<file path="config.mk">
export PLATFORM = sky130hd
export DESIGN_NAME = irq_status_mask_ctl
export DESIGN_NICKNAME = d
export VERILOG_FILES = /design/src/rtl/irq_status_mask_ctl.sv
export SDC_FILE = /design/constraint.sdc
export NUM_CORES = 1
export LEC_CHECK = 0
export BUFFER_PORTS_ARGS = -buffer_cell sky130_fd_sc_hd__buf_4
export CAP_MARGIN = 20
export CORE_MARGIN = 3
export CORE_UTILIZATION = 46
export CTS_CLUSTER_SIZE = 24
export DETAILED_ROUTE_END_ITERATION = 8
export GPL_TIMING_DRIVEN = 1
export PLACE_DENSITY = 0.94
export SLEW_MARGIN = 5
export SYNTH_ARGS = -nofsm -noshare
export SYNTH_HDL_FRONTEND = slang
export SYNTH_SLANG_ARGS = --single-unit
</file>
<file path="constraint.sdc">
create_clock -name clk -period 2.45 [get_ports clk]
set_clock_uncertainty 0.15 [all_clocks]
set_input_delay 0.3675 -clock clk [delete_from_list [all_inputs] [get_ports clk]]
set_output_delay 0.3675 -clock clk [all_outputs]
set_load 0.02 [all_outputs]
</file>
<file path="src/rtl/irq_status_mask_ctl.sv">
module irq_status_mask_ctl #(
  parameter int ADDR_W      = 12,
  parameter int DATA_W      = 32,
  parameter int SYNC_STAGES = 2,
  parameter int NUM_INTX    = 4,
  parameter logic [ADDR_W-1:0] OFS_STATUS = 12'h4C0,
  parameter logic [ADDR_W-1:0] OFS_MASK   = 12'h4C4,
  parameter logic [ADDR_W-1:0] OFS_ENABLE = 12'h4C8,
  parameter logic [ADDR_W-1:0] OFS_DISABLE = 12'h4CC
) (
  input  logic              clk,
  input  logic              rst_n,
  input  logic              wr_en,
  input  logic [ADDR_W-1:0] addr,
  input  logic [DATA_W-1:0] wdata,
  output logic [DATA_W-1:0] rdata,
  input  logic              ev_cpl_timeout,
  input  logic              ev_pme_msg,
  input  logic              ev_pme_ack,
  input  logic              ev_err_cor,
  input  logic              ev_err_nonfatal,
  input  logic              ev_err_fatal,
  input  logic [NUM_INTX-1:0] intx_in,
  output logic              irq_out
);

  localparam int INTX_BASE = 16;
  localparam int BIT_CTO   = 15;
  localparam int BIT_PME   = 24;
  localparam int BIT_ACK   = 25;
  localparam int BIT_COR   = 26;
  localparam int BIT_NFE   = 27;
  localparam int BIT_FAT   = 28;

  function automatic logic [DATA_W-1:0] intx_place(input logic [NUM_INTX-1:0] v);
    logic [DATA_W-1:0] r;
    r = '0;
    for (int n = 0; n < NUM_INTX; n++) r[INTX_BASE + 2*n] = v[n];
    return r;
  endfunction

  localparam logic [DATA_W-1:0] EVT_BITS =
    (DATA_W'(1) << BIT_CTO) | (DATA_W'(1) << BIT_PME) | (DATA_W'(1) << BIT_ACK) |
    (DATA_W'(1) << BIT_COR) | (DATA_W'(1) << BIT_NFE) | (DATA_W'(1) << BIT_FAT);
  localparam logic [DATA_W-1:0] INTX_BITS = intx_place('1);
  localparam logic [DATA_W-1:0] DEF_BITS  = EVT_BITS | INTX_BITS;

  logic [DATA_W-1:0] evt_vec, ev_q, mask_q, status;
  logic [NUM_INTX-1:0] sync_q [SYNC_STAGES];

  always_comb begin
    evt_vec = '0;
    evt_vec[BIT_CTO] = ev_cpl_timeout;
    evt_vec[BIT_PME] = ev_pme_msg;
    evt_vec[BIT_ACK] = ev_pme_ack;
    evt_vec[BIT_COR] = ev_err_cor;
    evt_vec[BIT_NFE] = ev_err_nonfatal;
    evt_vec[BIT_FAT] = ev_err_fatal;
  end

  wire wr_status  = wr_en && (addr == OFS_STATUS);
  wire wr_enable  = wr_en && (addr == OFS_ENABLE);
  wire wr_disable = wr_en && (addr == OFS_DISABLE);
  wire [DATA_W-1:0] clr_vec = wr_status ? (wdata & EVT_BITS) : '0;

  always_ff @(posedge clk or negedge rst_n)
    if (!rst_n) ev_q <= '0;
    else        ev_q <= (ev_q & ~clr_vec) | evt_vec;

  always_ff @(posedge clk or negedge rst_n)
    if (!rst_n)          mask_q <= DEF_BITS;
    else if (wr_disable) mask_q <= mask_q | (wdata & DEF_BITS);
    else if (wr_enable)  mask_q <= mask_q & ~(wdata & DEF_BITS);

  for (genvar s = 0; s < SYNC_STAGES; s++) begin : g_sync
    always_ff @(posedge clk or negedge rst_n)
      if (!rst_n) sync_q[s] <= '0;
      else        sync_q[s] <= (s == 0) ? intx_in : sync_q[(s == 0) ? 0 : s-1];
  end

  assign status  = ev_q | intx_place(sync_q[SYNC_STAGES-1]);
  assign irq_out = |(status & ~mask_q);
  assign rdata   = (addr == OFS_STATUS) ? status :
                   (addr == OFS_MASK)   ? mask_q : '0;


  reset_state_chk: assert property (@(posedge clk) disable iff (!rst_n)
    $rose(rst_n) |-> (mask_q == DEF_BITS && ev_q == '0));


  pulse_wins_chk: assert property (@(posedge clk) disable iff (!rst_n)
    (evt_vec != '0) |=> ((ev_q & $past(evt_vec)) == $past(evt_vec)));


  w1c_clears_chk: assert property (@(posedge clk) disable iff (!rst_n)
    (wr_status && evt_vec == '0) |=> ((ev_q & $past(wdata) & EVT_BITS) == '0));


  disable_sets_chk: assert property (@(posedge clk) disable iff (!rst_n)
    wr_disable |=> ((mask_q & $past(wdata) & DEF_BITS) == ($past(wdata) & DEF_BITS)));


  enable_clears_chk: assert property (@(posedge clk) disable iff (!rst_n)
    wr_enable |=> ((mask_q & $past(wdata)) == '0));

endmodule

</file>
**After elaboration in Yosys (flattened, before gate mapping)**

Index checks and enable logic that the tools add are counted.

- Register bits after elaboration: 72
- Logic and storage cells: 27

- Equal/unequal tests: 4
- Muxes and demuxes: 5
- Bitwise gates (word level): 9
- Reduce and logical (&&, ||, !) cells: 5

Operators by type and width:

| operator | number |
|---|---|
| $mux W32 | 4 |
| $and A32 B32 Y32 | 3 |
| $not A29 Y32 | 2 |
| $or A32 B29 Y32 | 2 |
| $eq A12 B11 Y1 const B | 4 |
| $not A32 Y32 | 1 |
| $or A32 B23 Y32 | 1 |
| $reduce_or A32 Y1 | 1 |
| $mux W29 | 1 |
| $logic_and A1 B1 Y1 | 3 |
| $reduce_bool A2 Y1 | 1 |

**Longest topological paths before layout**

Gate-level depths: netlist of run 1.

- Word-level depth: 6
- Gate-level depth with buffers: 5

**Worst setup path after synthesis of run 1**

Ideal clock, no wire load.

- Path type: input -> output
- Start point: input addr[9]
- End point: output rdata[15]
- Arrival time: 1.533 ns
- Setup slack: 0.400 ns
- Stages on the path: 4
- Path buffers: 1
- Path through: nor4_4 buf_6 nand4b_2 nor2_1

- Cells in the longest elaborated chain, start to end: 3

RTL lines:

| what | line | source |
|---|---|---|
| from (decl) | 14 | `input logic [ADDR_W-1:0] addr,` |
| $eq A12 B11 Y1 | 84 | `(addr == OFS_MASK) ? mask_q : '0;` |
| $mux W32 | 84 |  |
| $mux W32 (*) | 83 | `assign rdata = (addr == OFS_STATUS) ? status :` |
| to (decl) | 16 | `output logic [DATA_W-1:0] rdata,` |

Every way passes the cells marked *; elsewhere a longest branch is shown, timed or not.

==> results of run 1 <==
==> routing by layer <==
| metal | GRT usage, % | vias up |
|---|---|---|
| met1 | 20.0 | 540 |
| met4 | 6.61 | 0 |
| met2 | 25.8 | 54 |
| met5 | 0 | - |
| li1 | - | 564 |
| met3 | 3.06 | 6 |
==> repair_timing <==
action | CTS | global route
resized for setup | 0 | 0
hold endpoints to repair | 18 | 0
hold buffers | 5 | 0
==> worst paths after layout <==
kind | from | endpoint | slack (ps) | cells after the start
max | flip-flop | irq_out | 230 | 4
min reg2reg | sync_q[7] | sync_q[3] | 220 | 0
max in group asynchronous | rst_n | async pin | 1550 | 2
min in group asynchronous | rst_n | ev_q[27] | 320 | 2
min | ev_pme_msg | ev_q[24] | 70 | 2
max reg2reg | flip-flop | flip-flop | 1540 | 1
==> stage by stage <==
stage | total power [mW] | utilization [%] | instance area, µm² | setup slack, ps
after floorplan | 0.513 | - | 1570 | 400
after global placement | 0.542 | 57.4 | 1770 | 341
after detailed placement | 0.543 | 57.4 | 1770 | 332
after CTS | 0.756 | 60.2 | 1850 | 233
after global routing | 0.788 | 60.2 | 1850 | 160
final | 0.751 | 60.2 | 1850 | 234
==> power by group through the flow <==
stage / clock [mW] / sequential, mW / combinational, mW
2_1_floorplan: 0 / 0.414 / 0.0986
3_3_place_gp: 0 / 0.414 / 0.127
3_5_place_dp: 0 / 0.415 / 0.128
4_1_cts: 0.212 / 0.408 / 0.135
5_1_grt: 0.231 / 0.409 / 0.148
6_report: 0.207 / 0.408 / 0.136
==> kinds of logic (layout without fill, tap and decap cells) <==
logic type	count (synthesis)	after routing	synth area share, %
buffers and inverters	39	64	17.0
muxes	20	20	14.2
AOI/OAI and AO/OA	10	10	4.85
DFF	24	24	41.0
other	1	22	0.251
and+or+nand+nor	50	50	22.7
==> area by class of cell <==
cell class,instances,area [µm²],share of cell area [%]
Clock buffer,4,36.3,1.96
Timing Repair Buffer,53,410,22.1
Tap cell,44,55.1,2.97
Sequential cell,24,613,33.1
Inverter,7,26.3,1.42
Multi-Input combinational cell,102,713,38.5
==> layout by cell type, fill, tap and decap left out <==
master and n:
buf_4 48, inv_1 7, or4_1 1, mux2_1 3, conb_1 22, o2111ai_1 1
o22ai_1 3, clkbuf_8 1, dfstp_2 10, nor4bb_1 6, mux2_2 7, nand4_1 16
nor4_4 1, nor2_1 10, nor4bb_2 1, clkbuf_4 3, mux2i_1 10, dfrtp_1 14
a21o_1 6, nand4b_2 1, nand2b_1 3, dlygate4sd3_1 5, nor2b_1 1, and3_1 10
==> results.toml, run 1 <==
[global_route]
grt_usage_pct = 15.7
grt_pass1_vias = 1069
grt_pass1_wl_mm = 5.00
grt_max_degree = 27
overflow = 0
antenna_found_initial = 0

[clocking]
cts_root_buf = "clkbuf_4"
numCtsBuffers = 3
cts.clk_slew.worst_paths_ps = 130
clk_latency_ps = 310
cts_tree = "built"
htree_levels = 1
cts_sinks = 24
post-cts-setup-buffer-count = 0
clockBufferDepth = 2

[drt]
top_layer = "met4"
drc = 0
antenna_left = 0
firstDrtPassIters = 4
vias = 1164
wl_met2_mm = 1.52
dr.first_iter.drc_count = 25
met1_length_mm = 1.28
routed_via_density = 4.97
drt-total-wl_mm = 3.07
wl_met3_um = 231
wl_per_cell_um = 13.1

[layout]
area_growth_pct = 24.0
instances_no_fill = 234
nets = 248
num-fill-cells = 281
drive_above_1_share_pct = 37.9
n_antenna_cell = 0

[pwr]
comb_power_share_pct = 18.1
power_density_mw_per_mm2 = 405
seq_power_share_pct = 54.3
ir_worst_vdd_mv = 0.244
p_int_mw = 0.555
clkPwrFrac_pct = 27.6
leakage_nw = 0.928
switchingPower_mw = 0.195
power_switching_share_pct = 26.0

[hold_path]
hold_path.class = "input pin to flip-flop"

[floorplan]
pin_count = 90
core_mm2 = 0.00308
rows = 20
die_w_um = 63.0
start_util_pct = 48.6
die_area_mm2 = 0.00397
die_h_um = 63.0

[logic_synthesis]
avgSynthCellArea_um2 = 10.4
netlist_instances = 144
async_reset_ff_share_pct = 100
synth-seq-cells = 24
synth_common_cells = "22 x buf_4, 16 x nand4_1, 14 x dfrtp_1"
synth.distinct_cells = 25
yosysMostFrequentCell = "buf_4"
ys_seq_area_share_pct = 41.0
syn_area_mm2 = 0.00150
synth_top_cell_area_share_pct = 23.4
synth_warnings = 0
ys.flop_type = "dfrtp_1"
synth_edf_count = 0
yosysTopAreaCell = "dfrtp_1"
synth_area_leaders = "dfrtp_1 23%, dfstp_2 18%, buf_4 11%"

[setup_path]
crit_required_ps = 1930
endpoint_kind = "output port"
cp_cell_sequence = "nand2b_1, o2111ai_1, or4_1, buf_4"
path_delay_family = "flip-flops"
crit_arrival_ps = 1700
crit_buf_inv = 1
cp_slowest_cell = "dfstp_2"
crit_type = "flip-flop to output port"
critPathMaxStageDelay_ps = 560
critPathMaxFanout = 3
start_kind = "flip-flop"

[placed_design]
port_buffers = 45
place_inst = 225
dp_hpwl_mm = 2.32
finalWeightedCongestion = 0.805

[sta]
tns_ps = 0
fin_crit_ps = 2220
fmax_ghz = 0.451
drv_slew = 0
final.period_utilization_pct = 90.5
finalSetupViolations = 0
timing.hold.ws_ps = 71.1
rsz0062_at_grt = "false"
hold_viol = 0

[status]
status = "complete, no violations"

[job]
drv_cap = 0
No activity file was read; power rests on OpenSTA's default activity.
==> run 2, diff against run 1 <==
--- a/config.mk
+++ b/config.mk
@@ -8,11 +8,12 @@
 export BUFFER_PORTS_ARGS = -buffer_cell sky130_fd_sc_hd__buf_4
 export CAP_MARGIN = 20
 export CORE_MARGIN = 3
-export CORE_UTILIZATION = 46
+export CORE_UTILIZATION = 48
+export CTS_BUF_LIST = sky130_fd_sc_hd__clkbuf_8
 export CTS_CLUSTER_SIZE = 24
 export DETAILED_ROUTE_END_ITERATION = 8
 export GPL_TIMING_DRIVEN = 1
-export PLACE_DENSITY = 0.94
+export PLACE_DENSITY = 0.95
 export SLEW_MARGIN = 5
 export SYNTH_ARGS = -nofsm -noshare
 export SYNTH_HDL_FRONTEND = slang
==> run 2 against run 1 <==
Clock power rose by 65%. Combinational power fell by 4%. Wire length up 3.2%. Die area shrank 3.8%. Via count rose by 0.77%. Final cell count fell by 7.3%. Maximum frequency is 3.5% higher. Global-route usage is 2.0 points higher. Power up 17%.
==> results.toml, run 2 (synthesized netlist as in run 1, its figures left out) <==
[clocking]
postCtsHoldBufs = 1
cts_resized = 0
post-cts-setup-buffer-count = 0
cts_sinks = 24
htree_levels = 1
clockBufferDepth = 2
clk_latency_ps = 260
numCtsBuffers = 3
cts_root_buf = "clkbuf_8"
cts.clk_slew.worst_paths_ps = 80
cts_tree = "built"

[floorplan]
die_area_mm2 = 0.00382
core_mm2 = 0.00285
rows = 19
pin_count = 90
start_util_pct = 52.4
die_w_um = 61.8
die_h_um = 61.8

[setup_path]
endpoint_kind = "output port"
r2r_slack_ps = 1530
cp_cell_sequence = "nand2b_1, o2111ai_1, or4_1, buf_4"
start_kind = "flip-flop"
crit_required_ps = 1930
crit_type = "flip-flop to output port"
ff2ff_path_depth = 1
cp_slowest_cell = "dfstp_2"
critPathMaxFanout = 3
crit_arrival_ps = 1620
critPathMaxStageDelay_ps = 550

[sta]
drv_slew = 0
final.period_utilization_pct = 87.4
finalSetupViolations = 0
rsz0062_at_grt = "false"
fmax_ghz = 0.467
fin_crit_ps = 2140
hold_viol = 0
tns_ps = 0
timing.hold.ws_ps = 52.0

[drt]
drt-total-wl_mm = 3.17
dr.first_iter.drc_count = 70
wl_per_cell_um = 14.6
firstDrtPassIters = 4
routed_via_density = 5.41
drc = 0
antenna_left = 0
vias = 1173

[pwr]
power_density_mw_per_mm2 = 480
ir_worst_vdd_mv = 0.393
leakage_nw = 0.926
finalPower_mw = 0.879

[global_route]
grtUsageMet1_pct = 22.0
grt.busiest_layer = "met2"
antenna_found_initial = 0
grtUsageMet3_pct = 4.75
grt_pass1_vias = 1160
grt_usage_pct = 17.8
overflow = 0
grt_use_met2_pct = 29.3
grt_pass1_wl_mm = 4.99
grt_max_degree = 27

[layout]
instances_no_fill = 217
n_antenna_cell = 0
fin_area_mm2 = 0.00183
drive_above_1_share_pct = 38.7
nets = 244
final_cell_mix = "48 x buf_4, 22 x conb_1, 16 x nand4_1, 14 x dfrtp_1"
layout_commonest_cell = "buf_4"
area_growth_pct = 22.6

[placed_design]
port_buffers = 45
dp_hpwl_mm = 2.36
place_area_mm2 = 0.00175
finalWeightedCongestion = 0.784
place_inst = 212

[job]
drv_cap = 0

[hold_path]
hold_path.class = "input pin to flip-flop"
hold-path-endpoint = "sync_q[5]"
min_from = "intx_in[1]"
hold_depth = 1

[status]
status = "complete, no violations"
==> run 2: cell count changes in the layout (fill, tap and decap cells not counted), sizes merged <==
cell         change
dlygate4sd3      -4
bufinv           +1
clkbuf           -1
==> run 2: worst max-delay path by stage <==
stage,start,end,slack [ps],cells past startpoint
2_1_floorplan,addr[9],rdata[15],400,4
3_3_place_gp,addr[1],rdata[25],370,5
3_5_place_dp,addr[1],rdata[20],310,5
4_1_cts,flip-flop,irq_out,300,4
5_1_grt,flip-flop,irq_out,210,4
6_report,flip-flop,irq_out,310,4
==> run 2: per-stage QoR <==
stage | setup slack (ps) | utilization, %
6_report | 309 | 64.3
4_1_cts | 295 | 64.3
2_1_floorplan | 400 | -
3_5_place_dp | 310 | 61.4
3_3_place_gp | 371 | 61.4
5_1_grt | 209 | 64.3
==> run 2: metal layers <==
metal | vias up | share of wire [%]
met5 | - | 0
met4 | 0 | 1.3
met3 | 5 | 8.5
met2 | 56 | 50
met1 | 555 | 40
li1 | 557 | -
==> run 2: cell type report <==
cell class | instances | area [µm²]
clock buffers | 3 | 41.3
clock inverters | 1 | 30.0
fillers | 240 | 1020
inverters | 7 | 26.3
multi-input cells | 102 | 713
flip-flops and latches | 24 | 613
well taps | 31 | 38.8
repair buffers | 49 | 370
==> run 2: report_power, final <==
part	internal [mW]	switching [mW]	total, mW
Clock	0.218	0.122	0.341
Combinational	0.0555	0.0755	0.131
Sequential	0.405	0.00312	0.408
==> run 2: critical path, delay by kind of cell (launching register included) <==
family / cells / cell delay [ps]
compound gates: 1 / 120
buf+inv: 1 / 170
flops: 1 / 550
simple gates: 2 / 520
